File: src/rtl/prm_pkg.sv
// Package: shared types and helpers for the pulse rate meter.
// Assumes: nothing beyond IEEE 1800-2017 elaboration.
package prm_pkg;

    // Divider sequencing state
    typedef enum logic {
        DIV_IDLE = 1'b0,
        DIV_RUN  = 1'b1
    } div_state_t;

    // Larger of two widths, used to size the divider datapath
    function automatic int wider(input int a, input int b);
        return (a > b) ? a : b;
    endfunction

endpackage

File: src/rtl/prm_sync_edge.sv
// Module: prm_sync_edge
// Brings an asynchronous line into the clock domain through STAGES flops.
// Flags a rising edge for one cycle by comparing the synchronized level
// with the sample taken one clock earlier.
// Assumes: the input stays high and low for at least two clocks each.
module prm_sync_edge #(
    parameter int STAGES = 2
) (
    input  logic clk,
    input  logic rst_n,
    input  logic async_in,
    output logic rise_o
);

    localparam int CHAIN_W = STAGES + 1;

    logic [CHAIN_W-1:0] chain_q;

    // Shift the raw line through the synchronizer and one history flop
    always_ff @(posedge clk) begin
        if (!rst_n) begin
            chain_q <= '0;
        end else begin
            chain_q <= {chain_q[CHAIN_W-2:0], async_in};
        end
    end

    // Rising edge when the synced level is high and the previous sample low
    always_comb begin
        rise_o = chain_q[STAGES-1] & ~chain_q[STAGES];
    end

endmodule

File: src/rtl/prm_period_cnt.sv
// Module: prm_period_cnt
// Counts clocks since the last detected edge. The count reloads to 1 on an
// edge, so the value seen at the next edge equals the edge spacing. The
// count saturates at all ones. The first edge after reset only arms the
// block. Each later edge is classified as in range (start a divide) or over
// range.
// Assumes: MAX_PERIOD < 2**CNT_W - 1, so that saturation lies above the limit.
module prm_period_cnt #(
    parameter int CNT_W      = 27,
    parameter int MAX_PERIOD = 100_000_000
) (
    input  logic             clk,
    input  logic             rst_n,
    input  logic             rise_i,
    output logic             start_o,
    output logic             over_edge_o,
    output logic             over_now_o,
    output logic [CNT_W-1:0] count_o
);

    localparam logic [CNT_W-1:0] LIMIT   = CNT_W'(MAX_PERIOD);
    localparam logic [CNT_W-1:0] CNT_TOP = '1;
    localparam logic [CNT_W-1:0] CNT_ONE = CNT_W'(1);

    logic [CNT_W-1:0] cnt_q;
    logic             armed_q;
    logic             beyond;

    // Period counter: reload on an edge, otherwise count up and hold at the top
    always_ff @(posedge clk) begin
        if (!rst_n) begin
            cnt_q <= '0;
        end else if (rise_i) begin
            cnt_q <= CNT_ONE;
        end else if (cnt_q != CNT_TOP) begin
            cnt_q <= cnt_q + CNT_ONE;
        end
    end

    // Arming flag: set by the first edge, so later edges carry a period
    always_ff @(posedge clk) begin
        if (!rst_n) begin
            armed_q <= 1'b0;
        end else if (rise_i) begin
            armed_q <= 1'b1;
        end
    end

    // Classify the running count against the slowest supported period
    always_comb begin
        beyond      = armed_q && (cnt_q > LIMIT);
        start_o     = rise_i && armed_q && !beyond;
        over_edge_o = rise_i && beyond;
        over_now_o  = beyond;
        count_o     = cnt_q;
    end

endmodule

File: src/rtl/prm_divider.sv
// Module: prm_divider
// Divides the constant DIVIDEND by a period count through repeated
// subtraction, one step per clock. Stops when the remainder drops below the
// divisor or the quotient reaches all ones, which bounds the loop length.
// A start restarts the loop at once; abort drops it with no result.
// Assumes: the divisor given with start is nonzero.
module prm_divider
    import prm_pkg::*;
#(
    parameter int      CNT_W    = 27,
    parameter int      RATE_W   = 10,
    parameter longint  DIVIDEND = 1_500_000_000
) (
    input  logic              clk,
    input  logic              rst_n,
    input  logic              start_i,
    input  logic              abort_i,
    input  logic [CNT_W-1:0]  divisor_i,
    output logic              busy_o,
    output logic              finish_o,
    output logic [RATE_W-1:0] quot_o
);

    localparam int                DIV_W = $clog2(DIVIDEND + 1);
    localparam int                W     = wider(DIV_W, CNT_W);
    localparam logic [W-1:0]      NUMER = W'(DIVIDEND);
    localparam logic [RATE_W-1:0] QMAX  = '1;
    localparam logic [RATE_W-1:0] QONE  = RATE_W'(1);

    div_state_t        state_q;
    logic [W-1:0]      rem_q;
    logic [W-1:0]      dvs_q;
    logic [RATE_W-1:0] quo_q;
    logic              step_ok;

    // Decide whether one more subtraction is allowed this cycle
    always_comb begin
        step_ok  = (rem_q >= dvs_q) && (quo_q != QMAX);
        busy_o   = (state_q == DIV_RUN);
        finish_o = (state_q == DIV_RUN) && !step_ok && !start_i && !abort_i;
        quot_o   = quo_q;
    end

    // Loop sequencer: load on start, subtract per clock, stop when done
    always_ff @(posedge clk) begin
        if (!rst_n) begin
            state_q <= DIV_IDLE;
            rem_q   <= '0;
            dvs_q   <= '0;
            quo_q   <= '0;
        end else if (start_i) begin
            state_q <= DIV_RUN;
            rem_q   <= NUMER;
            dvs_q   <= W'(divisor_i);
            quo_q   <= '0;
        end else if (abort_i) begin
            state_q <= DIV_IDLE;
        end else if (state_q == DIV_RUN) begin
            if (step_ok) begin
                rem_q <= rem_q - dvs_q;
                quo_q <= quo_q + QONE;
            end else begin
                state_q <= DIV_IDLE;
            end
        end
    end

endmodule

File: src/rtl/pulse_rate_meter.sv
// Module: pulse_rate_meter (top)
// Measures the spacing of rising edges on pulse_in in clock cycles and
// reports DIVIDEND / spacing as a pulses-per-minute rate after every edge.
// Holds the published rate, its strobe and the out-of-range flag.
// Assumes: DIVIDEND equals one minute in clock periods, and pulse_in is
// slow compared with the clock.
module pulse_rate_meter #(
    parameter int     CNT_W      = 27,
    parameter int     RATE_W     = 10,
    parameter longint DIVIDEND   = 1_500_000_000,
    parameter int     MAX_PERIOD = 100_000_000,
    parameter int     SYNC_STG   = 2
) (
    input  logic              clk,
    input  logic              rst_n,
    input  logic              pulse_in,
    output logic [RATE_W-1:0] rate,
    output logic              rate_valid,
    output logic              busy,
    output logic              out_of_range
);

    logic              rise;
    logic              start;
    logic              over_edge;
    logic              over_now;
    logic [CNT_W-1:0]  period;
    logic              div_finish;
    logic [RATE_W-1:0] div_quot;

    logic [RATE_W-1:0] rate_q;
    logic              valid_q;
    logic              oor_q;

    prm_sync_edge #(
        .STAGES (SYNC_STG)
    ) u_sync (
        .clk      (clk),
        .rst_n    (rst_n),
        .async_in (pulse_in),
        .rise_o   (rise)
    );

    prm_period_cnt #(
        .CNT_W      (CNT_W),
        .MAX_PERIOD (MAX_PERIOD)
    ) u_period (
        .clk         (clk),
        .rst_n       (rst_n),
        .rise_i      (rise),
        .start_o     (start),
        .over_edge_o (over_edge),
        .over_now_o  (over_now),
        .count_o     (period)
    );

    prm_divider #(
        .CNT_W    (CNT_W),
        .RATE_W   (RATE_W),
        .DIVIDEND (DIVIDEND)
    ) u_div (
        .clk       (clk),
        .rst_n     (rst_n),
        .start_i   (start),
        .abort_i   (over_now),
        .divisor_i (period),
        .busy_o    (busy),
        .finish_o  (div_finish),
        .quot_o    (div_quot)
    );

    // Result register: publish quotients, force zero while over range
    always_ff @(posedge clk) begin
        if (!rst_n) begin
            rate_q  <= '0;
            valid_q <= 1'b0;
            oor_q   <= 1'b0;
        end else begin
            valid_q <= 1'b0;
            if (div_finish) begin
                rate_q  <= div_quot;
                valid_q <= 1'b1;
                oor_q   <= 1'b0;
            end else if (over_edge) begin
                rate_q  <= '0;
                valid_q <= 1'b1;
                oor_q   <= 1'b1;
            end else if (over_now) begin
                rate_q  <= '0;
                oor_q   <= 1'b1;
            end
        end
    end

    // Drive the outputs from the result register
    always_comb begin
        rate         = rate_q;
        rate_valid   = valid_q;
        out_of_range = oor_q;
    end

endmodule

File: config.mk
export PLATFORM = sky130hd
export DESIGN_NAME = pulse_rate_meter
export DESIGN_NICKNAME = d
export VERILOG_FILES = /design/src/rtl/prm_pkg.sv /design/src/rtl/prm_sync_edge.sv /design/src/rtl/prm_period_cnt.sv /design/src/rtl/prm_divider.sv /design/src/rtl/pulse_rate_meter.sv
export SDC_FILE = /design/constraint.sdc
export NUM_CORES = 1
export LEC_CHECK = 0
export BUFFER_PORTS_ARGS = -buffer_cell sky130_fd_sc_hd__buf_2
export CORE_ASPECT_RATIO = 0.6
export CORE_MARGIN = 5
export CORE_UTILIZATION = 54
export DETAILED_ROUTE_END_ITERATION = 7
export PLACE_DENSITY = 0.78
export SYNTH_ARGS = -nofsm -noshare
export SYNTH_HDL_FRONTEND = slang
export SYNTH_SLANG_ARGS = --single-unit
File: constraint.sdc
create_clock -name clk -period 3.1 [get_ports clk]
set_clock_uncertainty 0.2 [all_clocks]
set_input_delay 0.31 -clock clk [delete_from_list [all_inputs] [get_ports clk]]
set_output_delay 0.31 -clock clk [all_outputs]
set_load 0.1 [all_outputs]
[Yosys cells after proc, flatten, opt, wreduce, memory -nomap -nowiden]
Cells that the tools add are included.
Cells by class
  $add $sub $neg: 3
  $lt $le $gt $ge: 2
  equal/unequal tests: 3
  mux-type cells: 17
  bitwise logic cells: 4
  reductions and logical operators: 21
Operators by type and width (number)
  $mux W31: 4
  $ge A31 B27 Y1: 1
  $sub A31 B27 Y31: 1
  $mux W10: 3
  $add A27 B1 Y27 const B: 1
  $gt A27 B27 Y1 const B: 1
  $ne A27 B27 Y1 const B: 1
  $add A10 B1 Y10 const B: 1
  $mux W1: 10
  $ne A10 B10 Y1 const B: 1
  $logic_and A1 B1 Y1: 8
  $reduce_bool A2 Y1: 4
  $reduce_and A3 Y1: 2
  $reduce_or A2 Y1: 3
  $logic_not A1 Y1: 3
  $not A1 Y1: 3
  $reduce_bool A3 Y1: 1
  $ne A2 B1 Y1 const B: 1
  $and A1 B1 Y1: 1
Storage, ports and cells
  register bits after elaboration: 112
  output and inout bits: 13

[Depth between registers and ports, before layout]
Gate-level depths: netlist of the first run.
  word-level depth: 8
  mapped depth: 13
  gate-level depth less buffers: 12

[Hierarchy]
A second synthesis of the first run with hierarchy kept.
Unflattened totals
  cell total of the unflattened synthesis: 800
  area total of the unflattened synthesis: 6732.7 um2
Modules (own cells, without submodules)
  prm_divider: instances 1, cells each 535, area an instance 4460.5 um2
  prm_period_cnt: instances 1, cells each 208, area an instance 1679.1 um2
  pulse_rate_meter: instances 1, cells each 50, area an instance 500.5 um2
  prm_sync_edge: instances 1, cells each 7, area an instance 92.6 um2

[Worst setup path after synthesis of the first run]
Ideal clock, no wire load.
  path kind: register to register
  start: register u_div.dvs_q[8]
  end: register u_div.rem_q[29]
  arrival: 2575 ps
  setup slack: 255 ps
  stages on the path, launching flop included: 12
  path through: dfxtp_1 inv_1 ha_1 buf_2 a21oi_1 o21ai_0 a221oi_2 a22oi_1 a221oi_2 nor2_1 or4_1 a21oi_1
On the way
  word-level cells in the longest chain between the ends: 3
  elaborated cells between the ends (all ways): 4
  classes of those cells: add/sub: 1; order compare: 1; reduce/logical: 2
RTL lines
  start, declared: RTL line prm_divider.sv:32  | logic [W-1:0] dvs_q;
  start signal, assigned: RTL line prm_divider.sv:54  | dvs_q <= W'(divisor_i);
  $ge A31 B27 Y1: RTL line prm_divider.sv:38  | step_ok = (rem_q >= dvs_q) && (quo_q != QMAX);
  $logic_and A1 B1 Y1: RTL line prm_divider.sv:38
  $reduce_and A3 Y1 (no line)
  end signal, assigned: RTL line prm_divider.sv:60  | rem_q <= rem_q - dvs_q;
  end, declared: RTL line prm_divider.sv:31  | logic [W-1:0] rem_q;
Several ways; a longest one is shown, not always the timed one.
A chain may end at the register's enable or synchronous reset.

[Worst setup path in the final report of the first run]
  start: register u_div.dvs_q[18]
  end: register u_div.rem_q[19]
On the way
  word-level cells in the longest chain between the ends: 5
  elaborated cells between the ends (all ways): 9
  classes of those cells: add/sub: 1; order compare: 1; mux: 4; reduce/logical: 3
RTL lines
  $sub A31 B27 Y31: RTL line prm_divider.sv:60
  $mux W31: RTL line prm_divider.sv:59  | if (step_ok) begin
  $mux W31: RTL line prm_divider.sv:58  | end else if (state_q == DIV_RUN) begin
  $mux W31: RTL line prm_divider.sv:56  | end else if (abort_i) begin
  $mux W31: RTL line prm_divider.sv:51  | end else if (start_i) begin
Several ways; a longest one is shown, not always the timed one. The select of a mux whose other input is x is not followed.

==> results.toml, run 1 <==
[timing]
finalHoldViolCount = 0
tightest_slew_ns = 0.821
min_period_over_period = 0.993
fmax_mhz = 325
tns_ns = 0
setup_viol = 0
rsz0062_at_grt = "true"
hold_ws_ns = 0.0403
period_needed_ns = 3.08
drv_slew = 0
maxSlewHeadroom = 0.452

[synthesis]
yosys_warnings = 0
synth_nets = 807
synth_area_per_cell_um2 = 7.90
synth_cells = 773
synth_flop_cell = "dfxtp_1"
syn_area_mm2 = 0.00610
synth_edf_count = 0
synth_cell_types = 61
synthArstFlopShare = 0
yosysSeqAreaShare = 0.367
synth.ff_latch_count = 112

[floorplan]
coreArea_mm2 = 0.0112
dieArea_mm2 = 0.0136
io_pins = 16
die_w_um = 147
chipHeight_um = 92.4
num_rows = 30
initial_core_util = 0.546

[layout]
fin_area_mm2 = 0.00734
n_antenna_cell = 0
fin_util = 0.656
area_delta_synth_final_pct = 20.3
layout-drive-gt1-share = 0.184
fin_nets = 867

[placement]
gp_congestion = 0.978
numPortBuffers = 15
post_dp_cell_area_mm2 = 0.00670
dp_hpwl_um = 11900

[setup_path]
crit_top_cell = "a21oi_1"
startpoint_type = "flip-flop"
required_ns = 3.18
crit_arrival_ns = 3.15
cpPeakStageDelay_ns = 0.37
crit_family = "compound AO/OA/AOI/OAI gates"
crit_slowest_cell = "a221o_1"
crit_fanout = 19
crit_path_end_kind = "flip-flop"
critPathKind = "reg2reg"
crit_chain = "inv_1 -> ha_1 -> a21o_1 -> a221o_1 -> a221oi_1 -> o211ai_1 -> a21oi_2 -> buf_4 -> or2_4 -> buf_12 -> a21oi_1 -> a21oi_1"
cp_num_buf_inv = 3

[route]
firstDrtPassIters = 5
vias = 5848
drt_wl_total_um = 16700
wl_per_cell_um = 17.0
viasPerCell = 5.96
drcViolationCount = 0
drtIter0Drc = 455
final_antenna_net_count = 0

[run_status]
status = "finished clean"

[pwr]
ir_drop_mv = 0.267
power_density_mw_per_mm2 = 408
power.leakage_nw = 2.91

[grt]
grt_remaining_overflow = 0
grt_pass1_wl_um = 26600
antenna_found_initial = 0
grt_pass1_vias = 5208
track_usage = 0.240
grt_max_degree = 46

[clock_tree]
numCtsBuffers = 9
clock_latency_ns = 0.36
clock_sinks = 112
clockBufferDepth = 2
cts.root.buffer_cell = "clkbuf_16"
tritoncts = "done"
clk_pin_slew_ns = 0.08
htree_levels = 3

[run]
drv_cap = 0

[worst_hold_path]
hp-class = "in2reg"
routing by layer:
layer  wire length (µm)  vias to the layer above  global-route usage
met1               7730                     2745               0.338
met5                  0                        -                   0
li1                   -                     2803                   -
met3               1280                       48              0.0479
met4                431                        0              0.0798
met2               7210                      252               0.372
Yosys cell counts, types with 3 or more instances:
library cell / instances / share of area
o21ai_0: 18 / 0.015
nor2b_1: 14 / 0.014
nor4_1: 14 / 0.014
nor4bb_1: 3 / 0.0049
or3_1: 7 / 0.0072
a21boi_0: 3 / 0.0037
nand2_1: 125 / 0.077
buf_2: 12 / 0.0098
inv_1: 41 / 0.025
o21bai_1: 3 / 0.0037
and2_1: 8 / 0.0082
a211oi_1: 11 / 0.014
or4_1: 3 / 0.0037
clkbuf_1: 23 / 0.014
dfxtp_1: 112 / 0.37
a21o_1: 11 / 0.014
mux2i_1: 10 / 0.016
and3_1: 7 / 0.0072
ha_1: 30 / 0.062
nor4b_1: 3 / 0.0043
and4_1: 7 / 0.010
a31oi_1: 10 / 0.010
nand2b_1: 6 / 0.0062
xnor2_1: 32 / 0.046
a21oi_1: 74 / 0.061
o211ai_1: 6 / 0.0074
nand3_1: 17 / 0.014
o21a_1: 4 / 0.0049
xor2_1: 18 / 0.026
o31ai_1: 4 / 0.0049
nand4_1: 11 / 0.011
nor3_1: 18 / 0.015
nor2_1: 73 / 0.045
timing repair:
item,in CTS,in global routing
buffers inserted,4,10
resized for setup,9,39
endpoints found under the setup margin,27,81
hold endpoints to repair,1,0
pin swaps,5,20
hold buffers,1,0
worst reg2reg max path: cells and delay by family, from the launching register on:
kind                     cells  cell delay (ns)
buffers and inverters        3             0.40
AND/OR/NAND/NOR              1             0.29
AO/OA/AOI/OAI                7             1.45
flip-flops                   1             0.34
adder cells (fa/ha/maj)      1             0.33
where the power goes:
part           internal (W)  switching, W
Combinational      0.000139      0.000179
Sequential          0.00145    0.00000739
Clock              0.000677      0.000548
Total               0.00226      0.000734
area by class of cell:
class	instances	area [µm²]
Sequential cell	112	2240
Clock buffer	11	253
Timing Repair Buffer	85	669
Fill cell	923	3840
Clock inverter	5	61.3
Multi-Input combinational cell	583	3770
Inverter	42	158
Tap cell	144	180
kinds of logic (layout without fill, tap and decap cells):
| family | count (synthesis) | after routing | synth area share |
|---|---|---|---|
| simple gates | 327 | 327 | 0.259 |
| flops | 112 | 112 | 0.367 |
| mux | 10 | 10 | 0.0164 |
| xor+xnor | 50 | 50 | 0.0718 |
| compound gates | 165 | 165 | 0.169 |
| fa+ha+maj | 31 | 31 | 0.0648 |
| buf+inv | 78 | 143 | 0.0517 |
registers in the layout (all words and copies together), names as in the netlist:
signal	count
rate_valid	1
u_period.count_o	27
u_div.busy_o	1
u_div.quot_o	10
u_div.dvs_q	27
u_sync.chain_q	3
rate	10
u_div.rem_q	31
out_of_range	1
u_period.armed_q	1
cells in the final DEF (no fill, tap or decap), types with 14 or more instances in the layout:
cell type  count
nand2_1      124
dfxtp_1      110
nor2_1        71
a21oi_1       70
buf_4         63
inv_1         39
xnor2_1       32
ha_1          22
xor2_1        18
o21ai_0       17
nand3_1       17
nor3_1        16
buf_2         15
nor2b_1       14
metrics by stage:
stage,worst slack (ns),power (W),cells
6_report,0.0227,0.00300,982
5_1_grt,-0.0720,0.00309,982
4_1_cts,0.00455,0.00296,973
3_5_place_dp,-0.199,0.00175,952
3_3_place_gp,-0.0470,0.00174,952
2_1_floorplan,0.255,0.00167,773
worst paths after layout:
kind / depth (start not counted) / endpoint / start / slack, ns
max reg2reg: 12 / u_div.rem_q[19] / u_div.dvs_q[18] / 0.02
max: 12 / u_div.rem_q[19] / u_div.dvs_q[18] / 0.02
min: 2 / out_of_range / rst_n / 0.04
min reg2reg: 1 / u_sync.chain_q[1] / u_sync.chain_q[0] / 0.25
No activity file was read; power rests on OpenSTA's default activity.
==> inputs of run 2 (changes only) <==
- PLACE_DENSITY: 0.78 -> 0.81
- clock period: 3.1 -> 2.7 ns (I/O delays scaled with it)
==> results.toml, run 2 (synthesized netlist as in run 1, its figures left out) <==
[layout]
top_register = "u_div.rem_q"
instances_no_fill = 1075
final_common_cell = "buf_4"
n_antenna_cell = 0
area_delta_synth_final_pct = 47.4
largest_register_ffs = 31
fillers = 648
layout-drive-gt1-share = 0.402
fin_area_mm2 = 0.00900
fin_nets = 960
final_cell_mix = "buf_4, nand2_1, dfxtp_1"

[grt]
antenna_found_initial = 0
track_usage = 0.285
grt_pass1_vias = 6316
grt_pass1_wl_um = 31600
grt_max_degree = 35
grt_remaining_overflow = 0

[setup_path]
required_ns = 2.76
critPathKind = "reg2reg"
crit_path_end_kind = "flip-flop"
crit_arrival_ns = 3.00
r2r_end = "u_div.rem_q[24]"
startpoint_type = "flip-flop"
crit_start = "u_div.dvs_q[15]"
crit_fanout = 5
worstReg2RegStart = "u_div.dvs_q[15]"
ff2ff_path_depth = 12
cp-endpoint = "u_div.rem_q[24]"
reg2reg_setup_slack_ns = -0.25

[clock_tree]
clock_latency_ns = 0.36
clock_sinks = 112
clockBufferDepth = 2
clk_pin_slew_ns = 0.09
htree_levels = 3
numCtsBuffers = 9
cts.root.buffer_cell = "clkbuf_16"
tritoncts = "done"

[timing]
fmax_mhz = 339
tightest_slew_ns = 0.890
maxSlewHeadroom = 0.400
setup_viol = 51
period_needed_ns = 2.95
min_period_over_period = 1.09
fin_ws_ns = -0.246
rsz0062_at_grt = "true"
drv_slew = 0
finalHoldViolCount = 0
tns_ns = -6.03

[floorplan]
dieArea_mm2 = 0.0136
initial_core_util = 0.546
chipHeight_um = 92.4
num_rows = 30
die_w_um = 147
io_pins = 16
coreArea_mm2 = 0.0112

[route]
wl_per_cell_um = 20.8
drcViolationCount = 1
vias = 6688
drtIter0Drc = 589
final_antenna_net_count = 0
viasPerCell = 6.22
firstDrtPassIters = 7
drt_wl_total_um = 22400

[worst_hold_path]
hp-class = "in2reg"
min_from = "rst_n"

[run_status]
violations = "DRC, setup timing"
status = "finished with violations"

[placement]
dp.cells = 1019
gp_congestion = 0.926
post_dp_cell_area_mm2 = 0.00719
dp_hpwl_um = 12400
numPortBuffers = 15

[pwr]
combinationalPowerShare = 0.146
power.leakage_nw = 3.69
power_frac_seq = 0.469
power.switching_w = 0.00101
pwr-share-clk = 0.385
p_int_w = 0.00256
p_total_w = 0.00357
ir_drop_mv = 0.412
power_density_mw_per_mm2 = 396
p_sw_frac = 0.283

[run]
drv_cap = 0
-- run 2: worst min path at each step --
stage / end / slack (ns) / cells past startpoint
2_1_floorplan: u_sync.chain_q[0] / 0.19 / 1
3_3_place_gp: u_sync.chain_q[1] / 0.21 / 1
3_5_place_dp: u_sync.chain_q[1] / 0.22 / 1
4_1_cts: out_of_range / 0.04 / 2
5_1_grt: out_of_range / 0.04 / 2
6_report: out_of_range / 0.02 / 2
-- run 2: critical path, cell delays in order, from the launching register on --
cell	delay, ns
dfxtp_2	0.33
inv_1	0.06
ha_1	0.32
buf_4	0.17
a21o_1	0.19
a21oi_1	0.18
o21ai_0	0.20
nor3_1	0.20
buf_4	0.19
a21oi_2	0.08
a31oi_1	0.31
nor3_1	0.11
nor4_2	0.32
-- run 2: repair_timing --
| action | 4_1_cts | 5_1_grt |
|---|---|---|
| hold buffers | 1 | 0 |
| setup buffers | 19 | 20 |
| pin swaps | 73 | 62 |
| endpoints found under the hold margin | 1 | 0 |
| endpoints found under the setup margin | 80 | 92 |
| gates resized for setup | 134 | 114 |
| gates cloned | 3 | 3 |
-- run 2: metrics by stage --
step | setup slack, ns | hold slack (ns) | utilization
floorplan | -0.0116 | 0.192 | -
global placement | -0.219 | 0.214 | 0.643
detailed placement | -0.334 | 0.222 | 0.643
CTS | -0.128 | 0.0388 | 0.742
global route | -0.349 | 0.0444 | 0.804
finish | -0.246 | 0.0248 | 0.804
-- run 2: routing by layer --
layer,share of wire,up-vias,GRT usage
li1,-,2987,-
met2,0.48,372,0.474
met3,0.077,98,0.0572
met4,0.041,0,0.112
met1,0.40,3231,0.365
met5,0,-,0
-- run 2: power groups by stage --
stage / Clock [W] / Sequential, W / Combinational [W]
detailed placement: 0 / 0.00171 / 0.000337
floorplan: 0 / 0.00171 / 0.000209
global route: 0.00144 / 0.00167 / 0.000542
CTS: 0.00136 / 0.00167 / 0.000399
finish: 0.00137 / 0.00167 / 0.000519
global placement: 0 / 0.00171 / 0.000326
-- run 2: layout make-up --
| class | count | area (µm²) | area share |
|---|---|---|---|
| Sequential cell | 112 | 2270 | 0.253 |
| Clock inverter | 7 | 72.6 | 0.00806 |
| Clock buffer | 9 | 225 | 0.0250 |
| Multi-Input combinational cell | 583 | 4520 | 0.502 |
| Timing Repair Buffer | 178 | 1570 | 0.174 |
| Inverter | 42 | 158 | 0.0175 |
| Tap cell | 144 | 180 | 0.0200 |
==> inputs of run 3 (changes only) <==
- ABC_AREA: not set -> 1
==> results.toml, run 3 <==
[layout]
layout-drive-gt1-share = 0.148
fin_area_mm2 = 0.00788
final_cell_mix = "nand2_1, inv_1, dfxtp_1"
area_delta_synth_final_pct = 17.4
fin_util = 0.651
largest_register_ffs = 31
final_common_cell = "nand2_1"
n_antenna_cell = 0
instances_no_fill = 1205
fin_nets = 1069
fillers = 1026
top_register = "u_div.rem_q"

[worst_hold_path]
hp-class = "in2reg"

[clock_tree]
numCtsBuffers = 9
tritoncts = "done"
clockBufferDepth = 2
htree_levels = 3
clk_pin_slew_ns = 0.08
clock_latency_ns = 0.36
clock_sinks = 112
cts.root.buffer_cell = "clkbuf_16"

[floorplan]
io_pins = 16
chipHeight_um = 96.3
die_w_um = 154
num_rows = 31
coreArea_mm2 = 0.0121
dieArea_mm2 = 0.0148
initial_core_util = 0.554

[synthesis]
synth_cells = 994
synth_area_per_cell_um2 = 6.75
synthArstFlopShare = 0
synth_top_area_frac = 0.334
yosys_warnings = 0
synth_area_leaders = "dfxtp_1, nand2_1, a21oi_1, inv_1, nor2_1"
synth_edf_count = 0
synth_flop_cell = "dfxtp_1"
syn_area_mm2 = 0.00671
yosysSeqAreaShare = 0.334
yosysMostFrequentCell = "nand2_1"
synth_nets = 1028
netlist_top_cells_count = "nand2_1, inv_1, dfxtp_1"
synth.ff_latch_count = 112
synth_cell_types = 40
yosys.area.top_type = "dfxtp_1"

[timing]
tns_ns = 0
drv_slew = 0
setup_viol = 0
maxSlewHeadroom = 0.264
min_period_over_period = 0.970
finalHoldViolCount = 0
tightest_slew_ns = 1.10
period_needed_ns = 2.62
fmax_mhz = 382

[pwr]
combinationalPowerShare = 0.232
power.switching_w = 0.00130
pwr-share-clk = 0.352
p_sw_frac = 0.320
power.leakage_nw = 3.57
p_int_w = 0.00277
ir_drop_mv = 0.379
power_density_mw_per_mm2 = 516
power_frac_seq = 0.416

[route]
firstDrtPassIters = 5
viasPerCell = 5.66
drt_wl_total_um = 19900
vias = 6823
final_antenna_net_count = 0
wl_per_cell_um = 16.5
drtIter0Drc = 886
drcViolationCount = 0

[setup_path]
crit_path_end_kind = "flip-flop"
critPathKind = "reg2reg"
startpoint_type = "flip-flop"
required_ns = 2.80
crit_fanout = 3
crit_arrival_ns = 2.72

[placement]
dp.cells = 1178
post_dp_cell_area_mm2 = 0.00710
numPortBuffers = 15
dp_hpwl_um = 14300
gp_congestion = 1.06

[grt]
track_usage = 0.257
antenna_found_initial = 0
grt_remaining_overflow = 0
grt_pass1_wl_um = 30300
grt_pass1_vias = 5897
grt_max_degree = 43

[run_status]
status = "finished clean"

[run]
drv_cap = 0
run 3: changes by cell type after synthesis, sizes merged, moves of 9 or more:
cell | previous run | this run
mux2i | 10 | 0
inv | 42 | 127
nor2b | 14 | 0
a21o | 11 | 1
a211oi | 12 | 1
nand3 | 18 | 62
nor2 | 74 | 123
nor4 | 15 | 4
nand2 | 125 | 221
clkbuf | 23 | 13
xnor2 | 32 | 23
a21oi | 74 | 108
o21ai | 20 | 78
run 3: area by class of cell:
cell class,instances,area [µm²],share of cell area
Clock buffer,9,225,0.0286
Clock inverter,7,97.6,0.0124
Inverter,128,480,0.0610
Multi-Input combinational cell,725,4170,0.529
Sequential cell,112,2240,0.285
Tap cell,165,206,0.0262
Timing Repair Buffer,59,458,0.0581
run 3: worst paths after layout:
check	startpoint	end	slack, ns	cells past startpoint
worst max-delay path	u_div.rem_q[0]	u_div.rem_q[28]	0.08	18
worst min-delay path	rst_n	rate[3]	0.17	4
worst max register to register	u_div.rem_q[0]	u_div.rem_q[28]	0.08	18
worst min register to register	u_sync.chain_q[1]	u_sync.chain_q[2]	0.23	2
run 3: per-stage QoR:
step,worst slack (ns),hold slack [ns],total power [W]
after global routing,-0.0510,0.195,0.00426
final,0.0803,0.174,0.00407
after detailed placement,0.122,0.204,0.00255
after CTS,0.100,0.171,0.00397
after floorplan,0.448,0.168,0.00235
after global placement,0.149,0.206,0.00255
run 3: routing by layer:
metal  part of all wire  vias to the layer above  global-route usage
met2               0.39                      379               0.353
met5                  0                        -                   0
met1               0.48                     3111               0.396
li1                   -                     3309                   -
met4              0.011                        0              0.0426
met3               0.12                       24              0.0777
run 3: cell families (layout without fill, tap and decap cells):
group           count (synthesis)  count (layout)  synth area share
compound gates                202             202             0.157
xor+xnor                       40              40            0.0522
buf+inv                       157             203            0.0955
fa+ha+maj                      31              31            0.0590
simple gates                  452             452             0.302
flops                         112             112             0.334
run 3: repair_timing:
action                                  CTS  global route
setup buffers                             0             9
endpoints found under the setup margin    0            53
gates resized for setup                   0            57
hold endpoints to repair                  1             0
hold buffers                              1             0
run 3: critical path, cell delays in order (launching register included):
cell and delay, ns:
dfxtp_1 0.30, inv_1 0.06, ha_1 0.13, inv_1 0.05, fa_1 0.42, nand3_1 0.11
nand2_1 0.08, buf_4 0.16, nand3_1 0.07, nand3_1 0.17, nand2_1 0.14, nand2_1 0.06
nand2_1 0.05, nand2_1 0.09, nor2_1 0.14, nand3_1 0.09, nand3_1 0.07, nand2_1 0.07
inv_1 0.09
run 3: power by group through the flow:
stage          Sequential (W)  Clock [W]  Combinational [W]
2_1_floorplan         0.00172          0           0.000622
3_3_place_gp          0.00173          0           0.000822
3_5_place_dp          0.00173          0           0.000825
4_1_cts               0.00169    0.00145           0.000836
5_1_grt               0.00169    0.00152            0.00104
6_report              0.00169    0.00143           0.000942
